`config.mk`:
```
export PLATFORM = sky130hd
export DESIGN_NAME = rx_full_reset_seq
export DESIGN_NICKNAME = d
export VERILOG_FILES = /design/src/rtl/rxfr_pkg.sv /design/src/rtl/rxfr_fall_det.sv /design/src/rtl/rxfr_drp_xact.sv /design/src/rtl/rx_full_reset_seq.sv
export SDC_FILE = /design/constraint.sdc
export NUM_CORES = 1
export LEC_CHECK = 0
export BUFFER_PORTS_ARGS = -buffer_cell sky130_fd_sc_hd__buf_2
export CAP_MARGIN = 25
export CORE_UTILIZATION = 51
export DETAILED_ROUTE_END_ITERATION = 12
export HOLD_SLACK_MARGIN = 0.15
export PLACE_DENSITY = 0.87
export SLEW_MARGIN = 0
export SYNTH_ARGS = -nofsm -noshare
export SYNTH_HDL_FRONTEND = slang
export SYNTH_SLANG_ARGS = --single-unit
```
`constraint.sdc`:
```
create_clock -name clk -period 2.05 [get_ports clk]
set_input_delay 0.41 -clock clk [delete_from_list [all_inputs] [get_ports clk]]
set_output_delay 0.41 -clock clk [all_outputs]
set_load 0.01 [all_outputs]
```
`src/rtl/rxfr_pkg.sv`:
```
package rxfr_pkg;

    typedef enum logic [2:0] {
        ST_IDLE      = 3'd0,
        ST_READ      = 3'd1,
        ST_CLEAR     = 3'd2,
        ST_HOLD      = 3'd3,
        ST_WAIT_FALL = 3'd4,
        ST_RESTORE   = 3'd5
    } seq_state_e;

endpackage

```
`src/rtl/rxfr_fall_det.sv`:
```
module rxfr_fall_det (
    input  logic clk,
    input  logic rst_n,
    input  logic sig_i,
    output logic fall_o
);
    typedef struct packed {
        logic prev;
    } fd_regs_t;

    fd_regs_t fd_d, fd_q;

    always_comb begin
        fd_d      = fd_q;
        fd_d.prev = sig_i;
    end

    always_ff @(posedge clk or negedge rst_n) begin
        if (!rst_n) fd_q <= '0;
        else        fd_q <= fd_d;
    end

    assign fall_o = fd_q.prev & ~sig_i;
endmodule

```
`src/rtl/rxfr_drp_xact.sv`:
```
module rxfr_drp_xact #(
    parameter int               AW   = 9,
    parameter int               DW   = 16,
    parameter logic [AW-1:0]    ADDR = 9'h011
) (
    input  logic          clk,
    input  logic          rst_n,
    input  logic          start_i,
    input  logic          we_i,
    input  logic [DW-1:0] wdata_i,
    input  logic          drp_rdy_i,
    input  logic [DW-1:0] drp_do_i,
    output logic          idle_o,
    output logic          done_o,
    output logic [DW-1:0] rdata_o,
    output logic          drp_en_o,
    output logic          drp_we_o,
    output logic [AW-1:0] drp_addr_o,
    output logic [DW-1:0] drp_di_o
);
    typedef struct packed {
        logic          en;
        logic          we;
        logic [DW-1:0] di;
        logic          pending;
    } xa_regs_t;

    xa_regs_t xa_d, xa_q;

    assign done_o = xa_q.pending & drp_rdy_i;
    assign idle_o = ~xa_q.pending | drp_rdy_i;

    always_comb begin
        xa_d    = xa_q;
        xa_d.en = 1'b0;
        if (done_o) xa_d.pending = 1'b0;
        if (start_i && idle_o) begin
            xa_d.en      = 1'b1;
            xa_d.we      = we_i;
            xa_d.di      = we_i ? wdata_i : '0;
            xa_d.pending = 1'b1;
        end
    end

    always_ff @(posedge clk or negedge rst_n) begin
        if (!rst_n) xa_q <= '0;
        else        xa_q <= xa_d;
    end

    assign drp_en_o   = xa_q.en;
    assign drp_we_o   = xa_q.en & xa_q.we;
    assign drp_addr_o = ADDR;
    assign drp_di_o   = xa_q.di;
    assign rdata_o    = drp_do_i;

    AST_EN_ONE_CYCLE: assert property (@(posedge clk) disable iff (!rst_n)
        drp_en_o |=> !drp_en_o) else $error("enable longer than one cycle");
    AST_NO_SECOND_OUTSTANDING: assert property (@(posedge clk) disable iff (!rst_n)
        (xa_q.pending && !drp_rdy_i) |=> !drp_en_o) else $error("overlapping transaction");
endmodule

```
`src/rtl/rx_full_reset_seq.sv`:
```
module rx_full_reset_seq #(
    parameter int            AW          = 9,
    parameter int            DW          = 16,
    parameter logic [AW-1:0] CFG_ADDR    = 9'h011,
    parameter int            CFG_BIT     = 11,
    parameter bit            SIM_SPEEDUP = 1'b0
) (
    input  logic          clk,
    input  logic          rst_n,
    input  logic          user_req,
    input  logic          pma_done,
    input  logic          drp_rdy,
    input  logic [DW-1:0] drp_do,
    output logic          gt_rx_rst,
    output logic          drp_en,
    output logic          drp_we,
    output logic [AW-1:0] drp_addr,
    output logic [DW-1:0] drp_di,
    output logic          busy
);
    import rxfr_pkg::*;

    localparam logic [DW-1:0] CLR_MASK = ~(DW'(1) << CFG_BIT);

    typedef struct packed {
        seq_state_e    state;
        logic          rst;
        logic [DW-1:0] word;
    } seq_regs_t;

    seq_regs_t     seq_d, seq_q;
    logic          x_start, x_we, x_idle, x_done, pma_fall;
    logic [DW-1:0] x_wdata, x_rdata;

    rxfr_drp_xact #(.AW(AW), .DW(DW), .ADDR(CFG_ADDR)) i_xact (
        .clk        (clk),
        .rst_n      (rst_n),
        .start_i    (x_start),
        .we_i       (x_we),
        .wdata_i    (x_wdata),
        .drp_rdy_i  (drp_rdy),
        .drp_do_i   (drp_do),
        .idle_o     (x_idle),
        .done_o     (x_done),
        .rdata_o    (x_rdata),
        .drp_en_o   (drp_en),
        .drp_we_o   (drp_we),
        .drp_addr_o (drp_addr),
        .drp_di_o   (drp_di)
    );

    rxfr_fall_det i_fall (
        .clk    (clk),
        .rst_n  (rst_n),
        .sig_i  (pma_done),
        .fall_o (pma_fall)
    );

    always_comb begin
        seq_d   = seq_q;
        x_start = 1'b0;
        x_we    = 1'b0;
        x_wdata = seq_q.word;
        if (SIM_SPEEDUP) begin
            seq_d.state = ST_IDLE;
            seq_d.rst   = user_req;
        end else begin
            unique case (seq_q.state)
                ST_IDLE: begin
                    if (user_req && x_idle) begin
                        seq_d.rst   = 1'b1;
                        seq_d.state = ST_READ;
                        x_start     = 1'b1;
                    end
                end
                ST_READ: begin
                    if (x_done) begin
                        seq_d.word  = x_rdata;
                        x_start     = 1'b1;
                        x_we        = 1'b1;
                        x_wdata     = x_rdata & CLR_MASK;
                        seq_d.state = ST_CLEAR;
                    end
                end
                ST_CLEAR: begin
                    if (x_done) begin
                        if (!user_req) begin
                            seq_d.rst   = 1'b0;
                            seq_d.state = ST_WAIT_FALL;
                        end else begin
                            seq_d.state = ST_HOLD;
                        end
                    end
                end
                ST_HOLD: begin
                    if (!user_req) begin
                        seq_d.rst   = 1'b0;
                        seq_d.state = ST_WAIT_FALL;
                    end
                end
                ST_WAIT_FALL: begin
                    if (pma_fall) begin
                        x_start     = 1'b1;
                        x_we        = 1'b1;
                        x_wdata     = seq_q.word;
                        seq_d.state = ST_RESTORE;
                    end
                end
                ST_RESTORE: begin
                    if (x_done) seq_d.state = ST_IDLE;
                end
                default: seq_d.state = ST_IDLE;
            endcase
        end
    end

    always_ff @(posedge clk or negedge rst_n) begin
        if (!rst_n) begin
            seq_q.state <= ST_IDLE;
            seq_q.rst   <= 1'b0;
            seq_q.word  <= '0;
        end else begin
            seq_q <= seq_d;
        end
    end

    assign gt_rx_rst = seq_q.rst;
    assign busy      = (seq_q.state != ST_IDLE);

    generate
        if (SIM_SPEEDUP) begin : g_fast_chk
            AST_BYPASS_FOLLOW: assert property (@(posedge clk) disable iff (!rst_n)
                1'b1 |=> (gt_rx_rst == $past(user_req))) else $error("bypass mismatch");
            AST_BYPASS_QUIET: assert property (@(posedge clk) disable iff (!rst_n)
                !busy && !drp_en) else $error("activity in bypass");
        end else begin : g_seq_chk
            AST_REQ_TO_RST: assert property (@(posedge clk) disable iff (!rst_n)
                (!busy && user_req) |=> (gt_rx_rst && busy)) else $error("request not taken");
            AST_HOLD_WHILE_REQ: assert property (@(posedge clk) disable iff (!rst_n)
                (gt_rx_rst && user_req) |=> gt_rx_rst) else $error("reset dropped early");
            AST_CLEAR_BIT_LOW: assert property (@(posedge clk) disable iff (!rst_n)
                (drp_en && drp_we && gt_rx_rst) |-> !drp_di[CFG_BIT]) else $error("bit not cleared");
            AST_RESTORE_WORD: assert property (@(posedge clk) disable iff (!rst_n)
                (drp_en && drp_we && !gt_rx_rst) |-> (drp_di == seq_q.word)) else $error("restore data");
            AST_IGNORE_BUSY: assert property (@(posedge clk) disable iff (!rst_n)
                (busy && !gt_rx_rst) |=> !gt_rx_rst) else $error("reset while busy");
        end
    endgenerate
endmodule

```
Word-level counts from Yosys, hierarchy flattened --
Cells that the tools add are included.
Operators by class: equality and inequality tests 12, multiplexer cells 20, bitwise logic cells 6, reduce and logical (&&, ||, !) cells 9
Operators with widths (count):
- two-way mux 16 bit | 3
- two-way mux 19 bit | 1
- one-hot mux 3 bit (6 select lines) | 1
- two-way mux 3 bit | 4
- two-way mux 4 bit | 3
- inequality test 2 x 1 -> 1 bit, second input constant | 4
- == test 3 x 2 -> 1 bit, second input constant | 2
- == test 3 bit, second input constant | 2
- inequality test 2 bit, second input constant | 3
- one-hot mux 1 bit (3 select lines) | 2
- AND reduction 6 bit | 1
- nonzero test 3 bit | 2
- two-way mux 1 bit | 5
- AND reduction 5 bit | 1
- AND 1 bit | 3
- == test 3 x 1 -> 1 bit, second input constant | 1
- logical NOT 3 bit | 1
- logical AND 1 bit | 2
- NOT 1 bit | 2
- one-hot mux 1 bit (2 select lines) | 1
- AND reduction 2 bit | 1
- nonzero test 2 bit | 1
- bitwise OR 1 bit | 1
Storage, ports and cells: register bits after elaboration 40, input bits 21, output and inout bits 29, logic and storage cells 55

Logic depth before layout (Yosys ltp) --
Gate-level depths: netlist (run 1).
depth in word-level cells 7, mapped depth 5, depth with buffers taken out 4

Cells and area by module --
Synthesis (run 1) repeated with hierarchy kept, for this count alone.
Unflattened totals: cells, all modules 197, area, all modules 2293.4 µm²
By module, submodules not included:
- rxfr_drp_xact | times used 1, cells each 108, area each 1169.9 µm², seq. area each 475.5 µm²
- rx_full_reset_seq | times used 1, cells each 87, area each 1084.8 µm², seq. area each 500.5 µm²
- rxfr_fall_det | times used 1, cells each 2, area each 38.8 µm², seq. area each 25.0 µm²

Worst setup path after synthesis (run 1) --
No wires, ideal clock.
path type register to register, start register seq_q[19] in the netlist's numbering, end register i_xact.xa_q, in the netlist i_xact.drp_di_o[10], setup time 0.121 ns, data arrival time 1.616 ns, required time 1.929 ns, slack 0.313 ns, cell stages (with the launch flop) 6, path buffers 2, period minus slack after synthesis 1.737 ns, path through dfrtp_1 buf_2 nor3_4 buf_8 mux2_4 a22o_2
On the way: word-level cells in the longest chain between the ends 3, elaborated cells between the ends (all ways) 8, those cells by class 2 x eq/ne; 4 x mux; 2 x reduce/logical
Ends and longest elaborated chain:
- start: declaration | RTL line rx_full_reset_seq.sv:31 | seq_regs_t seq_d, seq_q;
- start signal: assignment | RTL line rx_full_reset_seq.sv:123 | seq_q <= seq_d;
- == test 3 bit, or another cell as far along | RTL line rx_full_reset_seq.sv:68 | unique case (seq_q.state)
- one-hot mux 1 bit (2 select lines), or another cell as far along | RTL line rx_full_reset_seq.sv:68
- two-way mux 16 bit / logical AND 1 bit (equally long branches) | RTL line rxfr_drp_xact.sv:40, rxfr_drp_xact.sv:37
- end signal: assignment | RTL line rxfr_drp_xact.sv:46 | if (!rst_n) xa_q <= '0;
- end signal: assignment | RTL line rxfr_drp_xact.sv:47 | else xa_q <= xa_d;
- end: declaration | RTL line rxfr_drp_xact.sv:28 | xa_regs_t xa_d, xa_q;
Parallel ways exist; a longest one is shown, timed or not. A chain may end at the register's enable or synchronous reset.

Worst setup path in the final report (run 1) --
start register seq_q[19] in the netlist's numbering, end register i_xact.xa_q, in the netlist i_xact.drp_di_o[1]
Same word-level chain as after synthesis.

==> flow_summary_export.csv, run 1 <==
group,metric,value,unit
worst_setup_path,crit_fanout,18,
pwr,leakagePower,1.00,nW
drt,drc,0,
timing,worst_pin_slew,0.851,ns
logic_synthesis,avgSynthCellArea,13.0,µm²
logic_synthesis,ys_seq_area_share,54.8,%
global_route,grt_start_max_net_pins,41,
worst_setup_path,reg2regPathDepth,3,
global_route,grt_antenna_before_repair,0,
worst_setup_path,regToRegEndpoint,"i_xact.drp_di_o[1]",
layout,final-seq-area,1000,µm²
logic_synthesis,synth_warnings,0,
floorplanning,initial_core_util,53.9,%
timing,period_minus_slack,1.74,ns
clock_network,cts_setup_buffers,0,
logic_synthesis,synth-edff-count,0,
global_route,grt_use_total,18.1,%
worst_setup_path,critical_path_class,"reg -> reg",
status,status,"finished clean",
layout,fin_nets,189,
global_route,grt_pass1_vias,984,
timing,rsz0062_at_grt,"no",
layout,instances_no_fill,215,
floorplanning,core-area,3390,µm²
clock_network,cts_htree_levels,2,
pwr,vdd_drop_max,0.451,mV
drt,wl,3160,µm
logic_synthesis,syn_area,1830,µm²
layout,fin_area,2000,µm²
drt,vias,1115,
layout,area_growth,9.17,%
place,dp.cells,207,
min_path,hold_class,"in -> async",
timing,fmaxAchievable,0.575,GHz
floorplanning,ioPinCount,50,
logic_synthesis,ys.flop_type,"dfrtp_1",
clock_network,worst_skew_pair.late_latency,0.35,ns
timing,finalSetupViolCount,0,
layout,final_cell_mix,"dfrtp_1, buf_2, conb_1",
worst_setup_path,reg2reg_from,"seq_q[19]",
layout,fill_cells,272,
worst_setup_path,r2r_setup_slack,0.31,ns
drt,wl_per_cell,14.7,µm
timing,slew_viol_final,0,
floorplanning,die-area,3830,µm²
global_route,gr-total-overflow,0,
clock_network,clockRootBuffer,"clkbuf_4",
worst_setup_path,end_kind,"flop",
global_route,grt_first_pass_wirelength,4810,µm
clock_network,ctsResizeCount,0,
place,portBuffers,40,
place,hpwl,2250,µm
worst_setup_path,cp.arrival,2.03,ns
floorplanning,std_cell_rows,21,
timing,hold_viol,0,
place,place.gp.congestion,0.901,
floorplanning,die_height,61.9,µm
clock_network,path_clk_slew,0.12,ns
timing,fin_setup_tns,0,ns
worst_setup_path,start_kind,"flop",
drt,ant_nets,0,
layout,layout-drive-gt1-share,47.3,%
logic_synthesis,async_reset_ff_share,100,%
logic_synthesis,syn_inst,141,
clock_network,cts_tree,"yes",
drt,drtIter0Drc,29,
place,placedInstanceArea,1920,µm²
clock_network,clock_path_buffers,2,
timing,slew_headroom,43.3,%
layout,diodes,0,
worst_setup_path,critical_path_required,2.34,ns
floorplanning,die_w,61.9,µm
pwr,power_density,1450,nW/µm²
logic_synthesis,synth.distinct_cells,29,
drt,drt_pre_antenna_iters,4,
timing,layout_worst_path_cycle_share,84.9,%
drt,viasPerCell,5.19,
clock_network,postCtsHoldBufs,0,
timing,skew,0.00845,ns
logic_synthesis,synth-seq-cells,40,
job,max_cap_viol_count,0,
layout,multi_input_area,614,µm²
clock_network,cts.sinks,40,
clock_network,numCtsBuffers,5,
[metrics by stage]
stage	hold WS [ns]	power (mW)	util, %	worst slack [ns]
global placement	0.458	2.32	56.5	0.380
global route	0.175	3.07	58.9	0.205
floorplan	0.114	2.21	-	0.313
CTS	0.168	2.91	58.9	0.318
finish	0.157	2.89	58.9	0.310
detailed placement	0.466	2.40	56.5	0.321
[area by class of cell]
type,instances,share of cell area [%]
timing repair buffer,43,11.8
tap,46,2.88
sequential,40,50.2
clock buffer,5,1.88
multi-input combinational,76,30.8
inverter,2,0.376
clock inverter,3,2.13
[synth_stat cells (2+ instances only)]
cell type,count,area share [%]
dfrtp_1,40,55
buf_2,2,0.55
inv_1,2,0.41
a22o_1,7,3.4
nor2_1,4,0.82
o21ai_0,5,1.4
buf_4,26,11
a22o_2,8,4.4
nand2b_1,2,0.68
a21oi_1,3,0.82
mux2_2,8,4.9
nand2_1,8,1.6
conb_1,2,0.41
a21o_1,2,0.82
mux2_4,8,6.6
[how the worst max path moves through the flow]
stage	from	end	cells after the start
after floorplan	seq_q[19]	i_xact.drp_di_o[10]	5
after global placement	drp_rdy	i_xact.drp_di_o[12]	6
after detailed placement	drp_rdy	i_xact.drp_di_o[12]	6
after CTS	seq_q[19]	busy	3
after global routing	seq_q[19]	busy	3
final	seq_q[19]	i_xact.drp_di_o[1]	3
[report_power, final]
group          switching [mW]  internal [mW]
clock network           0.255          0.254
logic                   0.526          0.562
registers               0.189           1.11
total                   0.969           1.92
[cells by family (layout without fill, tap and decap cells)]
family | after synthesis | after routing | synth area share, %
DFF | 40 | 40 | 54.8
buffers and inverters | 32 | 53 | 13.1
AOI/OAI and AO/OA | 29 | 29 | 13.5
and+or+nand+nor | 22 | 22 | 6.78
muxes | 16 | 16 | 11.5
other | 2 | 9 | 0.411
[worst max-delay path, stage by stage, from the launching register on]
cell and delay (ns):
dfrtp_1 0.57, mux2_2 0.42, a31oi_4 0.47, a22o_1 0.23
[state kept, by name (all words and copies together), names as in the netlist]
signal / cells
gt_rx_rst: 1
i_fall.fd_q: 1
i_xact.drp_di_o: 16
i_xact.drp_en_o: 1
i_xact.xa_q: 2
seq_q: 19
[layer usage]
layer / global-route usage, % / part of all wire [%] / up-vias
met5: 0 / 0 / -
met4: 10.2 / 2.4 / 0
met3: 4.55 / 4.9 / 9
met2: 27.3 / 47 / 41
met1: 24.0 / 45 / 550
li1: - / - / 515
Note: power is estimated with default switching activity, not from simulation.
==> run 2: changes to the inputs <==
--- a/config.mk
+++ b/config.mk
@@ -5,12 +5,13 @@
 export SDC_FILE = /design/constraint.sdc
 export NUM_CORES = 1
 export LEC_CHECK = 0
+export ABC_AREA = 1
 export BUFFER_PORTS_ARGS = -buffer_cell sky130_fd_sc_hd__buf_2
 export CAP_MARGIN = 25
-export CORE_UTILIZATION = 51
+export CORE_UTILIZATION = 54
 export DETAILED_ROUTE_END_ITERATION = 12
 export HOLD_SLACK_MARGIN = 0.15
-export PLACE_DENSITY = 0.87
+export PLACE_DENSITY = 0.89
 export SLEW_MARGIN = 0
 export SYNTH_ARGS = -nofsm -noshare
 export SYNTH_HDL_FRONTEND = slang
==> constraint.sdc (replaced) <==
create_clock -name clk -period 1.8 [get_ports clk]
set_input_delay 0.36 -clock clk [delete_from_list [all_inputs] [get_ports clk]]
set_output_delay 0.36 -clock clk [all_outputs]
set_load 0.01 [all_outputs]
==> run 2 against run 1 <==
First-iteration DRC count rose to 4.9 times the previous value. Total power rose by 37%. Final cell count rose by 69%. Synthesized area rose by 22%. Via count rose by 57%. Register-to-register slack got worse by 0.06 ns. Flip-flop and latch count did not move. Non-clock buffer count rose by 3. Largest power group is now combinational cells.
==> flow_summary_export.csv, run 2 <==
group,metric,value,unit
timing,worst_pin_slew,0.624,ns
timing,hold_viol,0,
clock_network,clock_path_buffers,2,
floorplanning,die-area,4390,µm²
worst_setup_path,regToRegEndpoint,"i_xact.drp_di_o[1]",
place,place.gp.congestion,0.922,
worst_setup_path,end_kind,"primary output",
floorplanning,core-area,3800,µm²
worst_setup_path,crit_fanout,6,
drt,drtIter0Drc,142,
global_route,grt_start_max_net_pins,30,
clock_network,cts_htree_levels,2,
min_path,hold_class,"in -> reg",
logic_synthesis,synth_most_common_cell,"nand2_1",
clock_network,clockRootBuffer,"clkbuf_8",
logic_synthesis,synth.distinct_cells,21,
timing,skew,0.0109,ns
worst_setup_path,start_kind,"flop",
timing,fin_setup_tns,0,ns
floorplanning,initial_core_util,58.7,%
job,max_cap_viol_count,0,
drt,wl_per_cell,12.3,µm
layout,regMostFlops,"seq_q",
layout,final_cell_mix,"nand2_1, inv_1, dfrtp_1, buf_2, nor2_1",
clock_network,numCtsBuffers,5,
worst_setup_path,cpMaxStageDelayCell,"dfrtp_1",
timing,layout_worst_path_cycle_share,89.7,%
worst_setup_path,path_cells,"nor2_2, nand2_2, buf_2",
timing,rsz0062_at_grt,"no",
timing,fmaxAchievable,0.620,GHz
logic_synthesis,synthTopCellsByArea,"dfrtp_1, nand2_1, buf_4",
worst_setup_path,r2r_setup_slack,0.25,ns
drt,drc,0,
clock_network,path_clk_slew,0.07,ns
logic_synthesis,ys.flop_type,"dfrtp_1",
worst_setup_path,critical_path_class,"reg -> out",
logic_synthesis,synth_warnings,0,
min_path,hold_depth,1,
pwr,power_density,1620,nW/µm²
logic_synthesis,async_reset_ff_share,100,%
global_route,gr-total-overflow,0,
layout,area_growth,9.32,%
drt,wl,4450,µm
floorplanning,std_cell_rows,22,
global_route,grt_pass1_vias,1724,
layout,layout-drive-gt1-share,21.3,%
pwr,leakagePower,1.50,nW
timing,slew_headroom,58.4,%
layout,finish.utilization,64.1,%
floorplanning,die_w,66.2,µm
worst_setup_path,reg2regPathDepth,6,
worst_setup_path,path_buf_inv,1,
timing,finalSetupViolCount,0,
worst_setup_path,cp.arrival,1.25,ns
place,portBuffers,40,
layout,fin_nets,336,
logic_synthesis,synth.top_cells.by_count,"nand2_1, dfrtp_1, inv_1",
logic_synthesis,synth-edff-count,0,
global_route,grt_use_total,23.0,%
logic_synthesis,synth-seq-cells,40,
min_path,holdPathEnd,"i_fall.fd_q",
logic_synthesis,ys_seq_area_share,44.9,%
worst_setup_path,critical-path-top-delay-family,"flip-flops",
logic_synthesis,yosysTopAreaCellShare,44.9,%
place,hpwl,3060,µm
logic_synthesis,synth_largest_area_cell,"dfrtp_1",
timing,slew_viol_final,0,
layout,largest_reg_flops,19,
pwr,vdd_drop_max,0.762,mV
drt,drt_pre_antenna_iters,4,
timing,period_minus_slack,1.61,ns
worst_setup_path,reg2reg_from,"seq_q[19]",
floorplanning,ioPinCount,50,
logic_synthesis,avgSynthCellArea,7.74,µm²
floorplanning,die_height,66.2,µm
clock_network,cts_tree,"yes",
global_route,grt_first_pass_wirelength,7490,µm
clock_network,worst_skew_pair.late_latency,0.30,ns
global_route,grt_antenna_before_repair,0,
clock_network,cts.sinks,40,
worst_setup_path,critPathMaxStageDelay,0.48,ns
min_path,hp-start,"pma_done",
drt,viasPerCell,4.82,
drt,vias,1751,
worst_setup_path,critical_path_required,1.44,ns
layout,diodes,0,
logic_synthesis,syn_inst,288,
drt,ant_nets,0,
layout,final_common_cell,"nand2_1",
logic_synthesis,syn_area,2230,µm²
status,status,"finished clean",
## run 2: cell types whose count changed in the layout (fill, tap and decap cells not counted), sizes merged, moves of 2 or more
| cell | previous run | this run |
|---|---|---|
| nand2 | 8 | 109 |
| inv | 2 | 43 |
| nor2 | 4 | 28 |
| a22o | 15 | 0 |
| mux2 | 16 | 1 |
| nand3b | 0 | 15 |
| nand3 | 2 | 12 |
| a21oi | 4 | 1 |
| a21o | 2 | 0 |
| buf | 43 | 45 |
| nand2b | 2 | 0 |
## run 2: cells by family after synthesis
kind of cell | synth area share, %
AOI/OAI and AO/OA | 1.63
buffers and inverters | 18.7
DFF | 44.9
muxes | 0.505
other | 0.337
and+or+nand+nor | 33.9
## run 2: where the power goes
group          switching [mW]  internal [mW]  leakage (nW)  total (mW)
combinational            1.05          0.559         0.937        1.61
sequential              0.220           1.26         0.494        1.48
clock                   0.312          0.546        0.0642       0.857
total                    1.59           2.37          1.50        3.95
## run 2: area by class of cell
cell class / instances / area (µm²)
Multi-Input combinational cell: 179 / 837
Timing Repair Buffer: 46 / 248
Sequential cell: 40 / 1000
Clock inverter: 2 / 60.1
Tap cell: 48 / 60.1
Inverter: 43 / 161
Clock buffer: 5 / 68.8
Fill cell: 324 / 1360
## run 2: worst max path at each step
| stage | startpoint | to | slack (ns) | cells past startpoint |
|---|---|---|---|---|
| 2_1_floorplan | seq_q[18] | i_xact.drp_di_o[10] | 0.42 | 8 |
| 3_3_place_gp | drp_rdy | i_xact.drp_di_o[11] | 0.31 | 8 |
| 3_5_place_dp | drp_rdy | i_xact.xa_q[17] | 0.25 | 8 |
| 4_1_cts | seq_q[18] | busy | 0.19 | 3 |
| 5_1_grt | seq_q[18] | busy | 0.12 | 3 |
| 6_report | seq_q[18] | busy | 0.19 | 3 |
## run 2: routing by layer
layer	routed length (µm)	vias up	GRT usage, %
li1	-	874	-
met1	1940	794	29.1
met2	2150	76	38.8
met3	312	7	5.69
met4	51	0	6.38
met5	0	-	0
## run 2: stage by stage
step	cell area, µm²	power (mW)	std cells	hold WS [ns]	setup slack [ns]
2_1_floorplan	2250	2.87	295	0.0644	0.416
3_3_place_gp	2300	3.02	355	0.410	0.312
3_5_place_dp	2300	3.10	355	0.411	0.253
4_1_cts	2440	3.97	363	0.193	0.188
5_1_grt	2440	4.28	363	0.186	0.116
6_report	2440	3.95	363	0.197	0.186
## run 2: timing repair
item | CTS | global route
hold buffers | 1 | 0
setup endpoints to repair | 0 | 0
gates resized for setup | 0 | 0
endpoints found under the hold margin | 27 | 0
buffers inserted | 0 | 0
==> run 3: changes to the inputs <==
--- a/config.mk
+++ b/config.mk
@@ -5,13 +5,12 @@
 export SDC_FILE = /design/constraint.sdc
 export NUM_CORES = 1
 export LEC_CHECK = 0
-export ABC_AREA = 1
 export BUFFER_PORTS_ARGS = -buffer_cell sky130_fd_sc_hd__buf_2
 export CAP_MARGIN = 25
-export CORE_UTILIZATION = 54
+export CORE_UTILIZATION = 51
 export DETAILED_ROUTE_END_ITERATION = 12
 export HOLD_SLACK_MARGIN = 0.15
-export PLACE_DENSITY = 0.89
+export PLACE_DENSITY = 0.87
 export SLEW_MARGIN = 0
 export SYNTH_ARGS = -nofsm -noshare
 export SYNTH_HDL_FRONTEND = slang
==> run 3 against run 2 <==
Clock skew shrank 0.0049 ns. Final cell count shrank 40%. Highest routed layer unchanged. Worst setup slack worse by 0.099 ns.
==> flow_summary_export.csv, run 3 (synthesized netlist as in run 1, its figures left out) <==
group,metric,value,unit
clock_network,path_clk_slew,0.11,ns
global_route,grt_busiest_layer,"met2",
global_route,grt_antenna_before_repair,0,
clock_network,numCtsBuffers,5,
layout,fin_area,2030,µm²
clock_network,clock_path_buffers,2,
timing,worst_pin_slew,0.842,ns
drt,wl_per_cell,14.1,µm
timing,hold_viol,0,
floorplanning,die_w,61.9,µm
timing,layout_worst_path_cycle_share,95.2,%
worst_setup_path,crit_fanout,10,
drt,vias,1115,
job,max_cap_viol_count,0,
floorplanning,core-area,3390,µm²
layout,regMostFlops,"seq_q",
pwr,power_density,1630,nW/µm²
global_route,met3_usage,4.35,%
clock_network,cts_htree_levels,2,
worst_setup_path,critical_path_class,"reg -> out",
drt,drtIter0Drc,78,
timing,fin_setup_tns,0,ns
floorplanning,initial_core_util,53.9,%
floorplanning,std_cell_rows,21,
drt,ant_nets,0,
clock_network,clockRootBuffer,"clkbuf_4",
drt,drc,0,
floorplanning,ioPinCount,50,
clock_network,postCtsHoldBufs,2,
timing,finalSetupViolCount,0,
clock_network,cts.sinks,40,
layout,fill_cells,275,
timing,skew,0.00595,ns
worst_setup_path,r2r_setup_slack,0.15,ns
worst_setup_path,cp.arrival,1.35,ns
worst_setup_path,critical_path_required,1.44,ns
global_route,grt_use_total,18.4,%
drt,wl,3090,µm
status,status,"finished clean",
layout,fin_nets,193,
global_route,grt_start_max_net_pins,41,
clock_network,ctsResizeCount,0,
global_route,grt_pass1_vias,1047,
clock_network,cts_setup_buffers,0,
layout,diodes,0,
floorplanning,die-area,3830,µm²
timing,rsz0062_at_grt,"no",
layout,area_growth,10.9,%
global_route,grt_use_met1,24.0,%
min_path,hold_class,"in -> reg",
pwr,vdd_drop_max,0.519,mV
place,hpwl,2270,µm
worst_setup_path,end_kind,"primary output",
timing,slew_headroom,43.9,%
layout,layout-drive-gt1-share,46.8,%
place,portBuffers,40,
layout,largest_reg_flops,19,
worst_setup_path,start_kind,"flop",
global_route,met2_usage,28.1,%
clock_network,worst_skew_pair.late_latency,0.35,ns
floorplanning,die_height,61.9,µm
layout,final_cell_mix,"dfrtp_1, buf_2, conb_1",
global_route,gr-total-overflow,0,
drt,drt_pre_antenna_iters,4,
global_route,grt_first_pass_wirelength,4840,µm
pwr,leakagePower,1.02,nW
place,placedInstanceArea,1930,µm²
place,place.gp.congestion,0.810,
clock_network,cts_tree,"yes",
timing,slew_viol_final,0,
drt,viasPerCell,5.09,
timing,period_minus_slack,1.71,ns
timing,fmaxAchievable,0.584,GHz
run 3: per-stage QoR:
stage          std cells  worst slack, ns  total power, mW  hold WS [ns]  util, %
4_1_cts              219           0.0878             3.34         0.195     59.8
3_5_place_dp         209            0.153             2.76         0.482     57.0
3_3_place_gp         209            0.203             2.67         0.452     57.0
5_1_grt              219           0.0278             3.54         0.209     59.8
2_1_floorplan        148           0.0632             2.52        0.0644        -
6_report             219           0.0865             3.30         0.204     59.8
run 3: cell type report:
cell class              instances  area [µm²]  share of cell area (%)
clock inverters                 2        35.0                    1.73
well taps                      46        57.6                    2.84
flip-flops and latches         40        1000                    49.4
multi-input cells              76         614                    30.3
clock buffers                   6        41.3                    2.04
inverters                       2        7.51                   0.370
repair buffers                 47         270                    13.3
run 3: worst paths after layout:
check | startpoint | endpoint | depth (start not counted)
min | drp_do[11] | seq_q[11] | 3
min in group asynchronous | rst_n | seq_q[19] | 2
min reg2reg | seq_q[3] | seq_q[3] | 1
max reg2reg | seq_q[17] | i_xact.drp_di_o[12] | 5
max in group asynchronous | rst_n | seq_q[17] | 2
max | seq_q[19] | busy | 3
run 3: critical path, cell delays in order, from the launching register on:
cell,delay [ns]
dfrtp_1,0.52
nor2_1,0.22
nand2_1,0.11
buf_2,0.15
run 3: metal layers:
metal  up-vias  wire length [µm]
li1        519                 -
met1       546              1330
met2        42              1520
met3         8               164
met4         0                78
met5         -                 0
run 3: report_power, final:
group	internal, mW	switching (mW)
clock network	0.291	0.278
registers	1.26	0.211
logic	0.669	0.588
